### src/rtl/irqc_pkg.sv
package irqc_pkg;

    localparam int LVL_W   = 3;
    localparam int NUM_LVL = 1 << LVL_W;
    localparam int THR_W   = LVL_W + 1;

    typedef logic [LVL_W-1:0] lvl_t;
    typedef logic [THR_W-1:0] thr_t;

    // control entry for one source
    typedef struct packed {
        logic masked;
        lvl_t level;
    } src_cfg_t;

    localparam src_cfg_t CFG_RESET = '{masked: 1'b1, level: lvl_t'(NUM_LVL - 1)};

    // threshold seen by arbitration: above every level when nothing is in service
    function automatic thr_t make_thr(input logic stack_empty, input lvl_t top);
        return stack_empty ? thr_t'(NUM_LVL) : {1'b0, top};
    endfunction

endpackage

### src/rtl/irqc_src_bank.sv
module irqc_src_bank
    import irqc_pkg::*;
#(
    parameter int N_SRC = 59,
    parameter int IDX_W = $clog2(N_SRC)
) (
    input  logic                 clk,
    input  logic                 rst,
    input  logic [N_SRC-1:0]     irq_in,
    input  logic                 cfg_we,
    input  logic [IDX_W-1:0]     cfg_idx,
    input  src_cfg_t             cfg_wdata,
    input  logic                 clr_en,
    input  logic [IDX_W-1:0]     clr_idx,
    output logic [N_SRC-1:0]     pend_q,
    output src_cfg_t [N_SRC-1:0] cfg_q
);

    for (genvar g = 0; g < N_SRC; g++) begin : g_src
        logic hit_cfg;
        logic hit_clr;
        assign hit_cfg = cfg_we && (cfg_idx == IDX_W'(g));
        assign hit_clr = clr_en && (clr_idx == IDX_W'(g));

        always_ff @(posedge clk) begin
            if (rst) begin
                pend_q[g] <= 1'b0;
                cfg_q[g]  <= CFG_RESET;
            end else begin
                if (hit_cfg) begin
                    cfg_q[g] <= cfg_wdata;
                end
                pend_q[g] <= (pend_q[g] && !hit_clr) || irq_in[g];
            end
        end
    end

endmodule

### src/rtl/irqc_arbiter.sv
module irqc_arbiter
    import irqc_pkg::*;
#(
    parameter int N_SRC = 59,
    parameter int IDX_W = $clog2(N_SRC)
) (
    input  logic [N_SRC-1:0]     pend,
    input  src_cfg_t [N_SRC-1:0] cfg,
    input  thr_t                 thr,
    output logic                 win_valid,
    output logic [IDX_W-1:0]     win_idx,
    output lvl_t                 win_lvl
);

    logic [N_SRC-1:0] elig;

    for (genvar g = 0; g < N_SRC; g++) begin : g_elig
        assign elig[g] = pend[g] && !cfg[g].masked && ({1'b0, cfg[g].level} < thr);
    end

    // scan from the top index down: "<=" lets a lower index take over on ties
    always_comb begin
        win_valid = 1'b0;
        win_idx   = '0;
        win_lvl   = lvl_t'(NUM_LVL - 1);
        for (int i = N_SRC - 1; i >= 0; i--) begin
            if (elig[i] && (!win_valid || cfg[i].level <= win_lvl)) begin
                win_valid = 1'b1;
                win_idx   = IDX_W'(i);
                win_lvl   = cfg[i].level;
            end
        end
    end

endmodule

### src/rtl/irqc_level_stack.sv
module irqc_level_stack
    import irqc_pkg::*;
#(
    parameter int DEPTH = 8
) (
    input  logic clk,
    input  logic rst,
    input  logic push,
    input  lvl_t push_lvl,
    input  logic pop,
    output logic empty,
    output lvl_t top_lvl
);

    localparam int CNT_W = $clog2(DEPTH + 1);
    localparam int PTR_W = (DEPTH > 1) ? $clog2(DEPTH) : 1;

    lvl_t [DEPTH-1:0] slot_q;
    logic [CNT_W-1:0] cnt_q;
    logic [PTR_W-1:0] top_ptr;
    logic [PTR_W-1:0] push_ptr;

    assign empty    = (cnt_q == '0);
    assign top_ptr  = PTR_W'(cnt_q - 1'b1);
    assign push_ptr = PTR_W'(cnt_q);
    assign top_lvl  = empty ? lvl_t'(NUM_LVL - 1) : slot_q[top_ptr];

    always_ff @(posedge clk) begin
        if (rst) begin
            cnt_q  <= '0;
            slot_q <= '0;
        end else begin
            unique case ({push, pop})
                2'b10: begin
                    slot_q[push_ptr] <= push_lvl;
                    cnt_q            <= cnt_q + 1'b1;
                end
                2'b01: begin
                    if (!empty) cnt_q <= cnt_q - 1'b1;
                end
                2'b11: begin
                    // pop first, then push: the top slot is replaced
                    if (empty) begin
                        slot_q[0] <= push_lvl;
                        cnt_q     <= CNT_W'(1);
                    end else begin
                        slot_q[top_ptr] <= push_lvl;
                    end
                end
                default: ;
            endcase
        end
    end

    AST_NO_OVERFLOW: assert property (@(posedge clk) disable iff (rst)
        (push && !pop) |-> (cnt_q < CNT_W'(DEPTH)));

    AST_POP_SHRINKS: assert property (@(posedge clk) disable iff (rst)
        (pop && !push && !empty) |=> (cnt_q == $past(cnt_q) - 1'b1));

endmodule

### src/rtl/prio_irq_ctrl.sv
module prio_irq_ctrl
    import irqc_pkg::*;
#(
    parameter int N_SRC     = 59,
    parameter int STK_DEPTH = 8,
    parameter int IDX_W     = $clog2(N_SRC)
) (
    input  logic             clk,
    input  logic             rst,
    input  logic [N_SRC-1:0] irq_in,
    input  logic             cfg_we,
    input  logic [IDX_W-1:0] cfg_idx,
    input  logic             cfg_mask,
    input  logic [2:0]       cfg_level,
    input  logic             cpu_id,
    input  logic             cpu_np,
    input  logic             ack,
    input  logic             eoi,
    output logic             req_valid,
    output logic [IDX_W-1:0] req_index,
    output logic [2:0]       req_level
);

    logic [N_SRC-1:0]     pend_q;
    src_cfg_t [N_SRC-1:0] cfg_q;
    src_cfg_t             cfg_wdata;
    logic                 win_valid;
    logic [IDX_W-1:0]     win_idx;
    lvl_t                 win_lvl;
    logic                 stk_empty;
    lvl_t                 stk_top;
    thr_t                 thr;
    logic                 ack_fire;
    logic                 load;

    logic                 rv_q;
    logic [IDX_W-1:0]     ri_q;
    lvl_t                 rl_q;

    assign cfg_wdata = '{masked: cfg_mask, level: lvl_t'(cfg_level)};
    assign ack_fire  = ack && rv_q;
    assign load      = !rv_q && !cpu_id && !cpu_np && win_valid;
    assign thr       = make_thr(stk_empty, stk_top);

    irqc_src_bank #(.N_SRC(N_SRC), .IDX_W(IDX_W)) u_bank (
        .clk       (clk),
        .rst       (rst),
        .irq_in    (irq_in),
        .cfg_we    (cfg_we),
        .cfg_idx   (cfg_idx),
        .cfg_wdata (cfg_wdata),
        .clr_en    (ack_fire),
        .clr_idx   (ri_q),
        .pend_q    (pend_q),
        .cfg_q     (cfg_q)
    );

    irqc_arbiter #(.N_SRC(N_SRC), .IDX_W(IDX_W)) u_arb (
        .pend      (pend_q),
        .cfg       (cfg_q),
        .thr       (thr),
        .win_valid (win_valid),
        .win_idx   (win_idx),
        .win_lvl   (win_lvl)
    );

    irqc_level_stack #(.DEPTH(STK_DEPTH)) u_stk (
        .clk      (clk),
        .rst      (rst),
        .push     (ack_fire),
        .push_lvl (rl_q),
        .pop      (eoi),
        .empty    (stk_empty),
        .top_lvl  (stk_top)
    );

    always_ff @(posedge clk) begin
        if (rst) begin
            rv_q <= 1'b0;
            ri_q <= '0;
            rl_q <= '0;
        end else if (ack_fire) begin
            rv_q <= 1'b0;
        end else if (load) begin
            rv_q <= 1'b1;
            ri_q <= win_idx;
            rl_q <= win_lvl;
        end
    end

    assign req_valid = rv_q;
    assign req_index = ri_q;
    assign req_level = 3'(rl_q);

    AST_HOLD_UNTIL_ACK: assert property (@(posedge clk) disable iff (rst)
        (req_valid && !ack) |=> (req_valid && $stable(req_index) && $stable(req_level)));

    AST_GATED_BY_CPU: assert property (@(posedge clk) disable iff (rst)
        (!req_valid && (cpu_id || cpu_np)) |=> !req_valid);

    AST_ACK_DROPS: assert property (@(posedge clk) disable iff (rst)
        (req_valid && ack) |=> !req_valid);

    AST_ACK_CLEARS_PEND: assert property (@(posedge clk) disable iff (rst)
        (req_valid && ack && !irq_in[req_index]) |=> !pend_q[$past(req_index)]);

    AST_STRICT_NEST: assert property (@(posedge clk) disable iff (rst)
        $rose(req_valid) |-> ($past(stk_empty) || (req_level < 3'($past(stk_top)))));

    AST_INDEX_RANGE: assert property (@(posedge clk) disable iff (rst)
        req_valid |-> (int'(req_index) < N_SRC));

endmodule

### config.mk
export PLATFORM = sky130hd
export DESIGN_NAME = prio_irq_ctrl
export DESIGN_NICKNAME = d
export VERILOG_FILES = /design/src/rtl/irqc_pkg.sv /design/src/rtl/irqc_src_bank.sv /design/src/rtl/irqc_arbiter.sv /design/src/rtl/irqc_level_stack.sv /design/src/rtl/prio_irq_ctrl.sv
export SDC_FILE = /design/constraint.sdc
export NUM_CORES = 1
export LEC_CHECK = 0
export BUFFER_PORTS_ARGS = -buffer_cell sky130_fd_sc_hd__buf_2
export CAP_MARGIN = 30
export CORE_MARGIN = 2
export CORE_UTILIZATION = 59
export CTS_BUF_LIST = sky130_fd_sc_hd__clkbuf_2
export DETAILED_ROUTE_END_ITERATION = 10
export GPL_TIMING_DRIVEN = 1
export PLACE_DENSITY = 0.79
export SYNTH_ARGS = -nofsm -noshare
export SYNTH_HDL_FRONTEND = slang
export SYNTH_SLANG_ARGS = --single-unit
export TNS_END_PERCENT = 5
### constraint.sdc
create_clock -name clk -period 90.3 [get_ports clk]
set_clock_uncertainty 0.2 [all_clocks]
set_input_delay 9.03 -clock clk [delete_from_list [all_inputs] [get_ports clk]]
set_output_delay 9.03 -clock clk [all_outputs]
set_load 0.05 [all_outputs]
Word-level counts from Yosys, hierarchy flattened
Index checks and enable logic that the tools add are counted.
{"block": "totals", "reg_bits": 333, "latchBits": 0, "ramBits": 0, "mem_bits_ro": 0, "in_bits": 76, "output_inout_bits": 10, "elab_cells": 1291, "mem_count": 0}
{"block": "classes", "addsub": 2, "mul": 0, "div_mod_pow": 0, "magnitude_cmp": 121, "eq_ne": 122, "shifts": 0, "muxes": 192, "bitwise_logic": 1, "n_reduce_logical": 664}
{"cell": "logical AND 1 bit", "count": 359}
{"cell": "two-way mux 6 bit", "count": 59}
{"cell": "equality test 6 bit, second input constant", "count": 54}
{"cell": "less-than comparator 3 x 4 -> 1 bit", "count": 59}
{"cell": "equality test 6 x 5 -> 1 bit, second input constant", "count": 32}
{"cell": "two-way mux 3 bit", "count": 63}
{"cell": "logical NOT 1 bit", "count": 179}
{"cell": "less-or-equal comparator 3 bit", "count": 58}
{"cell": "logical OR 1 bit", "count": 117}
{"cell": "equality test 6 x 4 -> 1 bit, second input constant", "count": 16}
{"cell": "two-way mux 1 bit", "count": 59}
{"cell": "bitwise mux 24 bit", "count": 2}
{"cell": "equality test 6 x 3 -> 1 bit, second input constant", "count": 8}
{"cell": "case mux 24 bit (2 select lines)", "count": 1}
{"cell": "equality test 6 x 2 -> 1 bit, second input constant", "count": 4}
{"cell": "two-way mux 21 bit", "count": 1}
{"cell": "demux 3 bit (select 3 bit)", "count": 2}
{"cell": "equality test 6 x 1 -> 1 bit, second input constant", "count": 2}
{"cell": "logical NOT 6 bit", "count": 2}
{"cell": "two-way mux 4 bit", "count": 3}
{"cell": "case mux 4 bit (3 select lines)", "count": 1}
{"cell": "binary-select mux 3 bit (select 3 bit)", "count": 1}
{"cell": "less-than comparator 3 x 4 -> 1 bit, second input constant", "count": 2}
{"cell": "greater-or-equal comparator 3 x 1 -> 1 bit, second input constant", "count": 2}
{"cell": "12 further kinds", "count": 16}

Longest topological paths before layout
Gate-level depths: netlist of run 1.
{"block": "logic_depth", "ltp_word": 241, "depth_mapped": 533, "depth_no_buf": 516}

Cells and area by module
Synthesis of run 1 repeated with hierarchy kept, for this count alone.
{"block": "hier_totals", "cells_unflattened": 3212, "area_unflattened_um2": 26374.0}
{"mod": "irqc_arbiter", "n_inst": 1, "cells_each": 1866, "area_each_um2": 13235.2, "seq_area_each_um2": 0.0}
{"mod": "irqc_src_bank", "n_inst": 1, "cells_each": 1124, "area_each_um2": 10975.5, "seq_area_each_um2": 5905.7}
{"mod": "irqc_level_stack", "n_inst": 1, "cells_each": 175, "area_each_um2": 1675.4, "seq_area_each_um2": 560.5}
{"mod": "prio_irq_ctrl", "n_inst": 1, "cells_each": 47, "area_each_um2": 488.0, "seq_area_each_um2": 200.2}

Worst setup path after synthesis of run 1
No wires, ideal clock.
{"block": "synth_timing", "kind": "register to register", "start": "register u_stk.cnt_q[0]", "end": "register ri_q[5] (netlist: req_index[5])", "setup_ns": 0.128, "arrival_ns": 83.978, "required_ns": 89.972, "slack_ns": 5.995, "stages_incl_launch_ff": 495, "n_path_buf": 18, "period_less_slack_ns": 84.305, "path_cell_list": "dfxtp_1 -> buf_4 -> clkinv_1 -> ha_1 -> buf_2 -> buf_1 -> a21oi_1 -> a31oi_1 -> o21ai_0 -> o21ai_0 -> ha_1 -> o21ai_0 -> nor2_1 -> o31ai_1 -> nand2_1 -> nor2_1 -> ha_1 -> a211oi_1 -> [... 459 more ...] -> ha_1 -> a21o_1 -> a21oi_1 -> a31oi_1 -> a21oi_1 -> nor2_1 -> nand2_1 -> nor2_1 -> nor2_1 -> ha_1 -> a21o_1 -> a21oi_1 -> a31oi_1 -> o211ai_1 -> nor2_1 -> and4_1 -> a32oi_1 -> nor2_1"}
{"block": "synth_via", "elab_chain_len": 241, "word_cells_on_any_way": 533, "cone_classes": "1 x add/sub; 117 x order compare; 179 x mux; 236 x reduce/logical"}
{"element": "from (decl)", "line": "irqc_level_stack.sv:19", "rtl": "logic [CNT_W-1:0] cnt_q;"}
{"element": "from (signal assigned)", "line": "irqc_level_stack.sv:36", "rtl": "cnt_q <= cnt_q + 1'b1;"}
{"element": "from (signal assigned)", "line": "irqc_level_stack.sv:39", "rtl": "if (!empty) cnt_q <= cnt_q - 1'b1;"}
{"element": "subtractor 4 x 1 -> 4 bit", "line": "irqc_level_stack.sv:24", "rtl": "assign top_ptr = PTR_W'(cnt_q - 1'b1);"}
{"element": "binary-select mux 3 bit (select 3 bit)", "line": "irqc_level_stack.sv:26", "rtl": "assign top_lvl = empty ? lvl_t'(NUM_LVL - 1) : slot_q[top_ptr];"}
{"element": "two-way mux 3 bit (not written as such)", "line": "irqc_level_stack.sv:26"}
{"element": "two-way mux 4 bit (*)", "line": "irqc_pkg.sv:20", "rtl": "return stack_empty ? thr_t'(NUM_LVL) : {1'b0, top};"}
{"element": "less-than comparator 3 x 4 -> 1 bit", "line": "irqc_arbiter.sv:18", "rtl": "assign elig[g] = pend[g] && !cfg[g].masked && ({1'b0, cfg[g].level} < thr);"}
{"element": "logical AND 1 bit", "line": "irqc_arbiter.sv:18"}
{"element": "two-way mux 3 bit or two-way mux 1 bit (tied branches)", "line": "irqc_arbiter.sv:27", "rtl": "if (elig[i] && (!win_valid || cfg[i].level <= win_lvl)) begin"}
{"element": "less-or-equal comparator 3 bit or logical NOT 1 bit (tied branches)", "line": "irqc_arbiter.sv:27"}
{"element": "[... 225 more ...]"}
{"element": "logical AND 1 bit", "line": "irqc_arbiter.sv:27"}
{"element": "two-way mux 3 bit or two-way mux 1 bit (tied branches)", "line": "irqc_arbiter.sv:27"}
{"element": "less-or-equal comparator 3 bit or logical NOT 1 bit (tied branches)", "line": "irqc_arbiter.sv:27"}
{"element": "logical OR 1 bit", "line": "irqc_arbiter.sv:27"}
{"element": "logical AND 1 bit", "line": "irqc_arbiter.sv:27"}
{"element": "two-way mux 1 bit", "line": "irqc_arbiter.sv:27"}
{"element": "logical AND 1 bit", "line": "prio_irq_ctrl.sv:42", "rtl": "assign load = !rv_q && !cpu_id && !cpu_np && win_valid;"}
{"element": "AND reduction 2 bit (no source line)"}
{"element": "to (signal assigned)", "line": "prio_irq_ctrl.sv:86", "rtl": "ri_q <= win_idx;"}
{"element": "to (decl)", "line": "prio_irq_ctrl.sv:37", "rtl": "logic [IDX_W-1:0] ri_q;"}
Every way passes the cells marked *; elsewhere a longest branch is shown, timed or not. The select of a mux whose other input is x is not followed.
A chain may end at the register's enable or synchronous reset.

Final worst setup path of run 1
Same ends and word-level chain as after synthesis.

==> results_tabular.tex, run 1 <==
\begin{tabular}{lr}
\hline
Metric & Value \\
\hline
\multicolumn{2}{l}{\textbf{Worst setup path}} \\
RR Endpoint & req\_index[5] \\
Largest incremental delay on the critical path & 510 ps \\
Register-to-register setup slack & 5890 ps \\
Worst Reg2Reg Path Length in Cells & 487 \\
R2R Path Start & u\_stk.cnt\_q[0] \\
Critical path class & flip-flop to flip-flop \\
Maximum fanout along the worst path & 13 \\
Cell repeated most along the worst path & ha\_1 \\
Master of the slowest instance on the critical path & a2111oi\_1 \\
Endpoint type of the worst setup path & flip-flop \\
Worst endpoint required time & 91130 ps \\
Startpoint types & flip-flop \\
Arrival time at the worst endpoint & 85240 ps \\
\multicolumn{2}{l}{\textbf{Timing}} \\
Final number of setup-violating endpoints & 0 \\
Crit path time final & 84410 ps \\
Final hold vios & 0 \\
Transition time at the pin with the least slew margin & 1160 ps \\
Part of the cycle the worst path needs & 93.5\% \\
F\_max & 0.0118 GHz \\
Setup TNS Final & 0 ps \\
Slew Viols, Final & 0 \\
Relative max-transition margin & 21.8\% \\
\multicolumn{2}{l}{\textbf{Power and ir drop}} \\
Power per cell area & 15.4 nW/um\^{}2 \\
Total net switching power & 208 uW \\
Internal Dissipation & 241 uW \\
Sequential cell fraction of total power & 34.6\% \\
Proportion of power drawn by combinational gates & 40.0\% \\
Switching fraction of total power & 46.3\% \\
Worst ir drop on vdd & 51.9 uV \\
Clock power share & 25.4\% \\
Leakage power total & 0.0135 uW \\
\multicolumn{2}{l}{\textbf{Die}} \\
Die Wd & 214 um \\
Number of top-level pins & 86 \\
Height of the die & 214 um \\
Placement Rows & 76 \\
Initial cell density of the core & 60.0\% \\
Area of the core region & 43300 sq um \\
DIE AREA & 45700 sq um \\
\multicolumn{2}{l}{\textbf{Place}} \\
Post-place instance area & 27600 sq um \\
Half-perimeter wire length after placement & 68000 um \\
Number of buffers inserted by port buffering & 85 \\
Weighted congestion at the end of routability-driven global placement & 1.04 \\
\multicolumn{2}{l}{\textbf{Synthesis}} \\
Library cells used by synthesis & 103 \\
Compound-gate portion of the synthesized area & 23.8\% \\
Adder-Cell Fraction of Synth Area & 14.2\% \\
Area share of the largest cell type after synthesis & 25.7\% \\
Post-Syn Instances & 3459 \\
Number of warnings reported in the yosys synthesis log & 0 \\
Number of flops mapped to enable cells by yosys & 0 \\
Synthesized area divided by synthesized cell count & 7.50 sq um \\
Portion of netlist area occupied by mux cells & 4.55\% \\
Combinational family with the most area after synthesis & simple AND/OR/NAND/NOR gates \\
Synth area leaders & dfxtp\_1 (26\%), ha\_1 (14\%), nand3\_1 (7.8\%) \\
Net Count, Synth & 3830 \\
Share of flip-flops with an asynchronous set or reset after synthesis & 0\% \\
Top FF cell, synth & dfxtp\_1 \\
Simple-gate share of the synthesized area & 25.5\% \\
XOR/XNOR share of the synthesized area & 0.0964\% \\
Commonest cells in the netlist & nand2\_1 (404), nand3\_1 (404), dfxtp\_1 (333) \\
Synthesized cell area & 25900 sq um \\
Cell type with the highest aggregate area in the netlist & dfxtp\_1 \\
Fraction of the yosys area taken by sequential cells & 25.7\% \\
Register bit total from synthesis & 333 \\
\multicolumn{2}{l}{\textbf{Min path}} \\
Worst Hold Launch & u\_bank.cfg\_q[55] \\
Hold EP & u\_bank.cfg\_q[55] \\
Class of the worst hold path & flip-flop to flip-flop \\
Hold Crit Depth & 2 \\
\multicolumn{2}{l}{\textbf{Final layout}} \\
Share of cells above drive strength 1 & 16.0\% \\
Final instance area & 29200 sq um \\
Combined flip-flop and latch cell area & 6670 sq um \\
Number of nets in the layout & 4010 \\
Layout filler cell count & 3635 \\
Combined area of the multi-input logic cells & 18300 sq um \\
Layout Area Growth over Synthesis & 12.4\% \\
Final core utilization & 67.4\% \\
\multicolumn{2}{l}{\textbf{Route}} \\
Met2 WL post-DR & 41600 um \\
Post-detailed-route via-to-cell ratio & 6.60 \\
Routed wire per std cell & 22.2 um \\
Met3 routed wirelength & 9980 um \\
Post-route DRC & 0 \\
Wire length the detailed router placed on met1 & 37900 um \\
Uppermost signal routing layer after detailed routing & met5 \\
Antenna viol nets, final & 0 \\
DR iter-0 viols & 3150 \\
Detailed-route wire length & 95300 um \\
DR pass1 iterations & 6 \\
Via count & 28300 \\
\multicolumn{2}{l}{\textbf{Clocking}} \\
Clk slew on worst S/H paths & 110 ps \\
Number of buffers inserted by hold repair at cts & 0 \\
Number of sinks on the clock net & 333 \\
CTS root buffer & clkbuf\_2 \\
Clk\_lat worst skew & 1170 ps \\
H-Tree Level Count & 3 \\
Clock buffers created by TritonCTS & 90 \\
CTS tree & done \\
Bufs on Longest Clock Path & 3 \\
\multicolumn{2}{l}{\textbf{Job}} \\
Max Cap Violations & 0 \\
\multicolumn{2}{l}{\textbf{GRT}} \\
Number of global-route vias before repair & 26400 \\
Maximum number of pins on one net before global-route repair & 109 \\
Total global routing overflow & 0 \\
Wire length of the first global-routing pass & 144000 um \\
Number of antenna violations at the first check in global routing & 8 \\
Gr usage total & 40.9\% \\
\multicolumn{2}{l}{\textbf{Outcome}} \\
Result of the run & completed \\
\hline
\end{tabular}
[worst max-delay path: cells and delay by family, from the launching register on]
kind	cells	cell delay, ps
xor+xnor	1	180
compound gates	272	43710
simple gates	99	15540
mux	12	3390
buf+inv	43	4890
fa+ha+maj	60	15910
flops	1	400
[layout by cell type (no fill, tap or decap), types with 72 or more instances in the layout]
master | Yosys | layout
a21oi_1 | 223 | 211
a31oi_1 | 84 | 72
buf_2 | 6 | 82
buf_4 | 3 | 176
clkbuf_2 | 0 | 126
dfxtp_1 | 333 | 332
ha_1 | 295 | 293
inv_1 | 238 | 237
mux2i_1 | 89 | 87
nand2_1 | 404 | 400
nand3_1 | 404 | 404
nor2_1 | 223 | 214
o21ai_0 | 211 | 192
[logic make-up after synthesis]
kind of cell | count (synthesis)
AOI/OAI and AO/OA | 936
xor gates and xnor gates | 2
adders and majority gates | 295
buffers and inverters | 413
DFF | 333
muxes | 112
and+or+nand+nor | 1368
[how the worst max path moves through the flow]
stage | startpoint | end | slack [ps] | cells past startpoint
2_1_floorplan | u_stk.cnt_q[0] | req_index[5] | 5990 | 494
3_3_place_gp | u_stk.cnt_q[0] | req_index[5] | 2960 | 482
3_5_place_dp | u_stk.cnt_q[0] | req_index[5] | 560 | 484
4_1_cts | u_stk.cnt_q[0] | req_index[5] | 180 | 487
5_1_grt | u_stk.cnt_q[0] | req_index[5] | -410 | 495
6_report | u_stk.cnt_q[0] | req_index[5] | 5890 | 487
[state kept, by name (all words and copies together) (netlist names)]
name and cells:
u_bank.pend_q 59, u_stk.cnt_q 4, u_stk.slot_q 24, req_index 6, u_bank.cfg_q 236, req_level 3
req_valid 1
[final cells by class]
| cell class | count | area share (%) |
|---|---|---|
| Multi-Input combinational cell | 2714 | 62.6 |
| Timing Repair Buffer | 260 | 6.07 |
| Inverter | 240 | 3.12 |
| Clock buffer | 126 | 2.16 |
| Clock inverter | 24 | 0.583 |
| Tap cell | 585 | 2.51 |
| Sequential cell | 333 | 22.9 |
| Antenna cell | 9 | 0.0772 |
[timing repair]
| action | CTS | global route |
|---|---|---|
| setup buffers | 0 | 23 |
| endpoints found under the setup margin | 0 | 9 |
| gates resized for setup | 0 | 118 |
| hold endpoints to repair | 0 | 0 |
[layer usage]
layer / vias to the layer above / track usage (%)
met5: - / 0
met4: 4 / 24.0
met3: 366 / 9.01
met2: 1630 / 64.0
met1: 13300 / 51.7
li1: 13000 / -
[power groups by stage]
stage,combinational [uW],sequential [uW],clock [uW]
6_report,180,155,114
3_5_place_dp,164,158,0
4_1_cts,165,155,115
2_1_floorplan,101,156,0
5_1_grt,184,155,122
3_3_place_gp,160,158,0
[per-stage QoR]
| step | total power, uW | instances | worst slack, ps | hold WS, ps |
|---|---|---|---|---|
| 2_1_floorplan | 257 | 3459 | 5990 | 231 |
| 3_3_place_gp | 318 | 4106 | 2960 | 243 |
| 3_5_place_dp | 322 | 4106 | 565 | 246 |
| 4_1_cts | 434 | 4256 | 175 | 268 |
| 5_1_grt | 462 | 4286 | -413 | 290 |
| 6_report | 448 | 4291 | 5890 | 265 |
No activity file was read; power rests on OpenSTA's default activity.
==> inputs of run 2 (changes only) <==
MAX_ROUTING_LAYER = met4   (was default)
==> results_tabular.tex, run 2 (synthesized netlist as in run 1, its figures left out) <==
\begin{tabular}{lr}
\hline
Metric & Value \\
\hline
\multicolumn{2}{l}{\textbf{Min path}} \\
Class of the worst hold path & flip-flop to flip-flop \\
Hold Crit Depth & 2 (unchanged) \\
\multicolumn{2}{l}{\textbf{Route}} \\
Routed wire per std cell & 22.5 um (+1.5\%) \\
Antenna viol nets, final & 0 (unchanged) \\
DR pass1 iterations & 6 (unchanged) \\
Detailed-route wire length & 97300 um (+2.1\%) \\
Post-route DRC & 0 (unchanged) \\
Post-detailed-route via-to-cell ratio & 6.56 (-0.51\%) \\
DR iter-0 viols & 3448 (+9.5\%) \\
Via count & 28300 (+0.12\%) \\
\multicolumn{2}{l}{\textbf{Final layout}} \\
Final instance area & 29400 sq um (+0.81\%) \\
Final core utilization & 68.0\% (+0.54 points) \\
Max FFs per register & 236 (unchanged) \\
Number of nets in the layout & 4036 (+0.65\%) \\
Layout Area Growth over Synthesis & 13.3\% \\
Most frequent cells in the layout & nand3\_1 (404), nand2\_1 (400), dfxtp\_1 (332) \\
Register bank with the most flops & u\_bank.cfg\_q \\
Layout filler cell count & 3661 (+0.72\%) \\
Non-filler cells in the finished layout & 4318 (+0.63\%) \\
Largest registers ranked by flip-flop count & u\_bank.cfg\_q (236), u\_bank.pend\_q (59), u\_stk.slot\_q (24) \\
Share of cells above drive strength 1 & 16.4\% (+0.41 points) \\
Most common cell after layout, fill and taps aside & nand3\_1 \\
\multicolumn{2}{l}{\textbf{Power and ir drop}} \\
Power per cell area & 15.1 nW/um\^{}2 (-2.0\%) \\
Worst ir drop on vdd & 77.9 uV (+50\%) \\
Switching fraction of total power & 47.5\% (+1.2 points) \\
Proportion of power drawn by combinational gates & 41.4\% (+1.4 points) \\
Total net switching power & 210 uW (+1.3\%) \\
Internal Dissipation & 233 uW (-3.4\%) \\
Clock power share & 23.6\% (-1.8 points) \\
Leakage power total & 0.0136 uW (+0.65\%) \\
Sequential cell fraction of total power & 35.1\% (+0.5 points) \\
\multicolumn{2}{l}{\textbf{GRT}} \\
Wire length of the first global-routing pass & 146000 um (+1.4\%) \\
Maximum number of pins on one net before global-route repair & 100 (-8.3\%) \\
Number of antenna violations at the first check in global routing & 8 (unchanged) \\
Met3 usage in global routing & 9.34\% (+0.34 points) \\
Total global routing overflow & 0 (unchanged) \\
Global routing met2 resource utilization & 64.9\% (+0.88 points) \\
Gr usage total & 42.8\% (+2.0 points) \\
Number of global-route vias before repair & 26600 (+0.72\%) \\
Global-route track usage on met1 & 52.4\% (+0.68 points) \\
Layer with the highest usage & met2 \\
\multicolumn{2}{l}{\textbf{Clocking}} \\
Number of buffers inserted by hold repair at cts & 0 (unchanged) \\
Clk\_lat worst skew & 1170 ps (about the same) \\
Number of sinks on the clock net & 333 (unchanged) \\
CTS root buffer & clkbuf\_2 \\
H-Tree Level Count & 3 (unchanged) \\
Bufs on Longest Clock Path & 3 (unchanged) \\
CTS tree & done \\
Clock buffers created by TritonCTS & 88 (-2.2\%) \\
Clk slew on worst S/H paths & 90 ps (-20 ps) \\
\multicolumn{2}{l}{\textbf{Timing}} \\
Relative max-transition margin & 25.6\% (+3.8 points) \\
Part of the cycle the worst path needs & 93.9\% (+0.44 points) \\
Final WS setup & 5500 ps (-395 ps) \\
F\_max & 0.0118 GHz (-0.47\%) \\
Final hold vios & 0 (unchanged) \\
Slew Viols, Final & 0 (unchanged) \\
Transition time at the pin with the least slew margin & 1120 ps (-41.3 ps) \\
Crit path time final & 84800 ps (+395 ps) \\
Final number of setup-violating endpoints & 0 (unchanged) \\
\multicolumn{2}{l}{\textbf{Worst setup path}} \\
Maximum fanout along the worst path & 13 (unchanged) \\
Worst Reg2Reg Path Length in Cells & 482 (-1.0\%) \\
Register-to-register setup slack & 5500 ps (-390 ps) \\
Endpoint type of the worst setup path & flip-flop \\
R2R Path Start & u\_stk.cnt\_q[0] \\
Startpoint types & flip-flop \\
Worst endpoint required time & 91060 ps (-70 ps) \\
Master of the slowest instance on the critical path & or4\_1 \\
Cell repeated most along the worst path & ha\_1 \\
Launching instance or port of the critical path & u\_stk.cnt\_q[0] \\
Destination of the critical timing path & req\_index[5] \\
RR Endpoint & req\_index[5] \\
Largest incremental delay on the critical path & 460 ps (-50 ps) \\
Arrival time at the worst endpoint & 85560 ps (+320 ps) \\
Critical path class & flip-flop to flip-flop \\
\multicolumn{2}{l}{\textbf{Place}} \\
Count of placed standard cells including taps & 4127 (+0.51\%) \\
Number of buffers inserted by port buffering & 85 (unchanged) \\
Half-perimeter wire length after placement & 69400 um (+2.1\%) \\
Post-place instance area & 27800 sq um (+0.66\%) \\
Worst slack at placement & 90.8 ps (-474 ps) \\
Weighted congestion at the end of routability-driven global placement & 1.02 (-2.1\%) \\
\multicolumn{2}{l}{\textbf{Outcome}} \\
Result of the run & completed \\
\multicolumn{2}{l}{\textbf{Die}} \\
Number of top-level pins & 86 (unchanged) \\
Area of the core region & 43300 sq um (unchanged) \\
DIE AREA & 45700 sq um (unchanged) \\
Placement Rows & 76 (unchanged) \\
Initial cell density of the core & 60.0\% (unchanged) \\
Die Wd & 214 um (unchanged) \\
Height of the die & 214 um (unchanged) \\
\multicolumn{2}{l}{\textbf{Job}} \\
Max Cap Violations & 0 (unchanged) \\
\hline
\end{tabular}
==> run 2: power groups by stage <==
| stage | sequential, uW | combinational, uW | clock [uW] |
|---|---|---|---|
| 5_1_grt | 155 | 187 | 113 |
| 3_3_place_gp | 158 | 163 | 0 |
| 4_1_cts | 155 | 167 | 106 |
| 3_5_place_dp | 158 | 167 | 0 |
| 2_1_floorplan | 156 | 101 | 0 |
| 6_report | 155 | 183 | 105 |
==> run 2: how the worst min path moves through the flow <==
stage                      start                 to  slack [ps]
2_1_floorplan   u_bank.cfg_q[43]   u_bank.cfg_q[43]         230
3_3_place_gp   u_bank.cfg_q[215]  u_bank.cfg_q[215]         240
3_5_place_dp   u_bank.cfg_q[127]  u_bank.cfg_q[127]         250
4_1_cts        u_bank.cfg_q[127]  u_bank.cfg_q[127]         270
5_1_grt        u_bank.cfg_q[151]  u_bank.cfg_q[151]         300
6_report       u_bank.cfg_q[127]  u_bank.cfg_q[127]         270
==> run 2: repair_timing <==
action,4_1_cts,5_1_grt
buffers inserted,0,31
setup endpoints to repair,3,9
gates resized for setup,2,125
pin swaps,0,21
==> run 2: layout make-up <==
class                           count  area (sq um)  share of cell area (%)
Multi-Input combinational cell   2713         18300                    62.3
Sequential cell                   333          6670                    22.7
Tap cell                          585           732                    2.49
Antenna cell                       12          30.0                   0.102
Clock inverter                     33           164                   0.557
Timing Repair Buffer              289          2030                    6.90
Inverter                          240           910                    3.09
Clock buffer                      113           566                    1.92
==> run 2: critical path, delay by kind of cell, from the launching register on <==
kind | cells | cell delay [ps]
AO/OA/AOI/OAI | 270 | 43160
adder cells (fa/ha/maj) | 60 | 15760
AND/OR/NAND/NOR | 93 | 15250
multiplexers | 17 | 4880
buffers and inverters | 41 | 4710
flip-flops | 1 | 390
XOR/XNOR | 1 | 150
==> run 2: metal layers <==
| layer | part of all wire (%) | routed length [um] |
|---|---|---|
| met1 | 39 | 38200 |
| met3 | 11 | 10500 |
| met5 | 0 | 0 |
| met2 | 44 | 42400 |
| met4 | 6.4 | 6210 |
==> run 2: per-stage QoR <==
stage / setup TNS (ps) / total power (uW) / hold WS (ps)
2_1_floorplan: 0 / 257 / 231
3_3_place_gp: 0 / 321 / 243
3_5_place_dp: 0 / 325 / 248
4_1_cts: 0 / 427 / 271
5_1_grt: -2840 / 455 / 297
6_report: 0 / 443 / 268
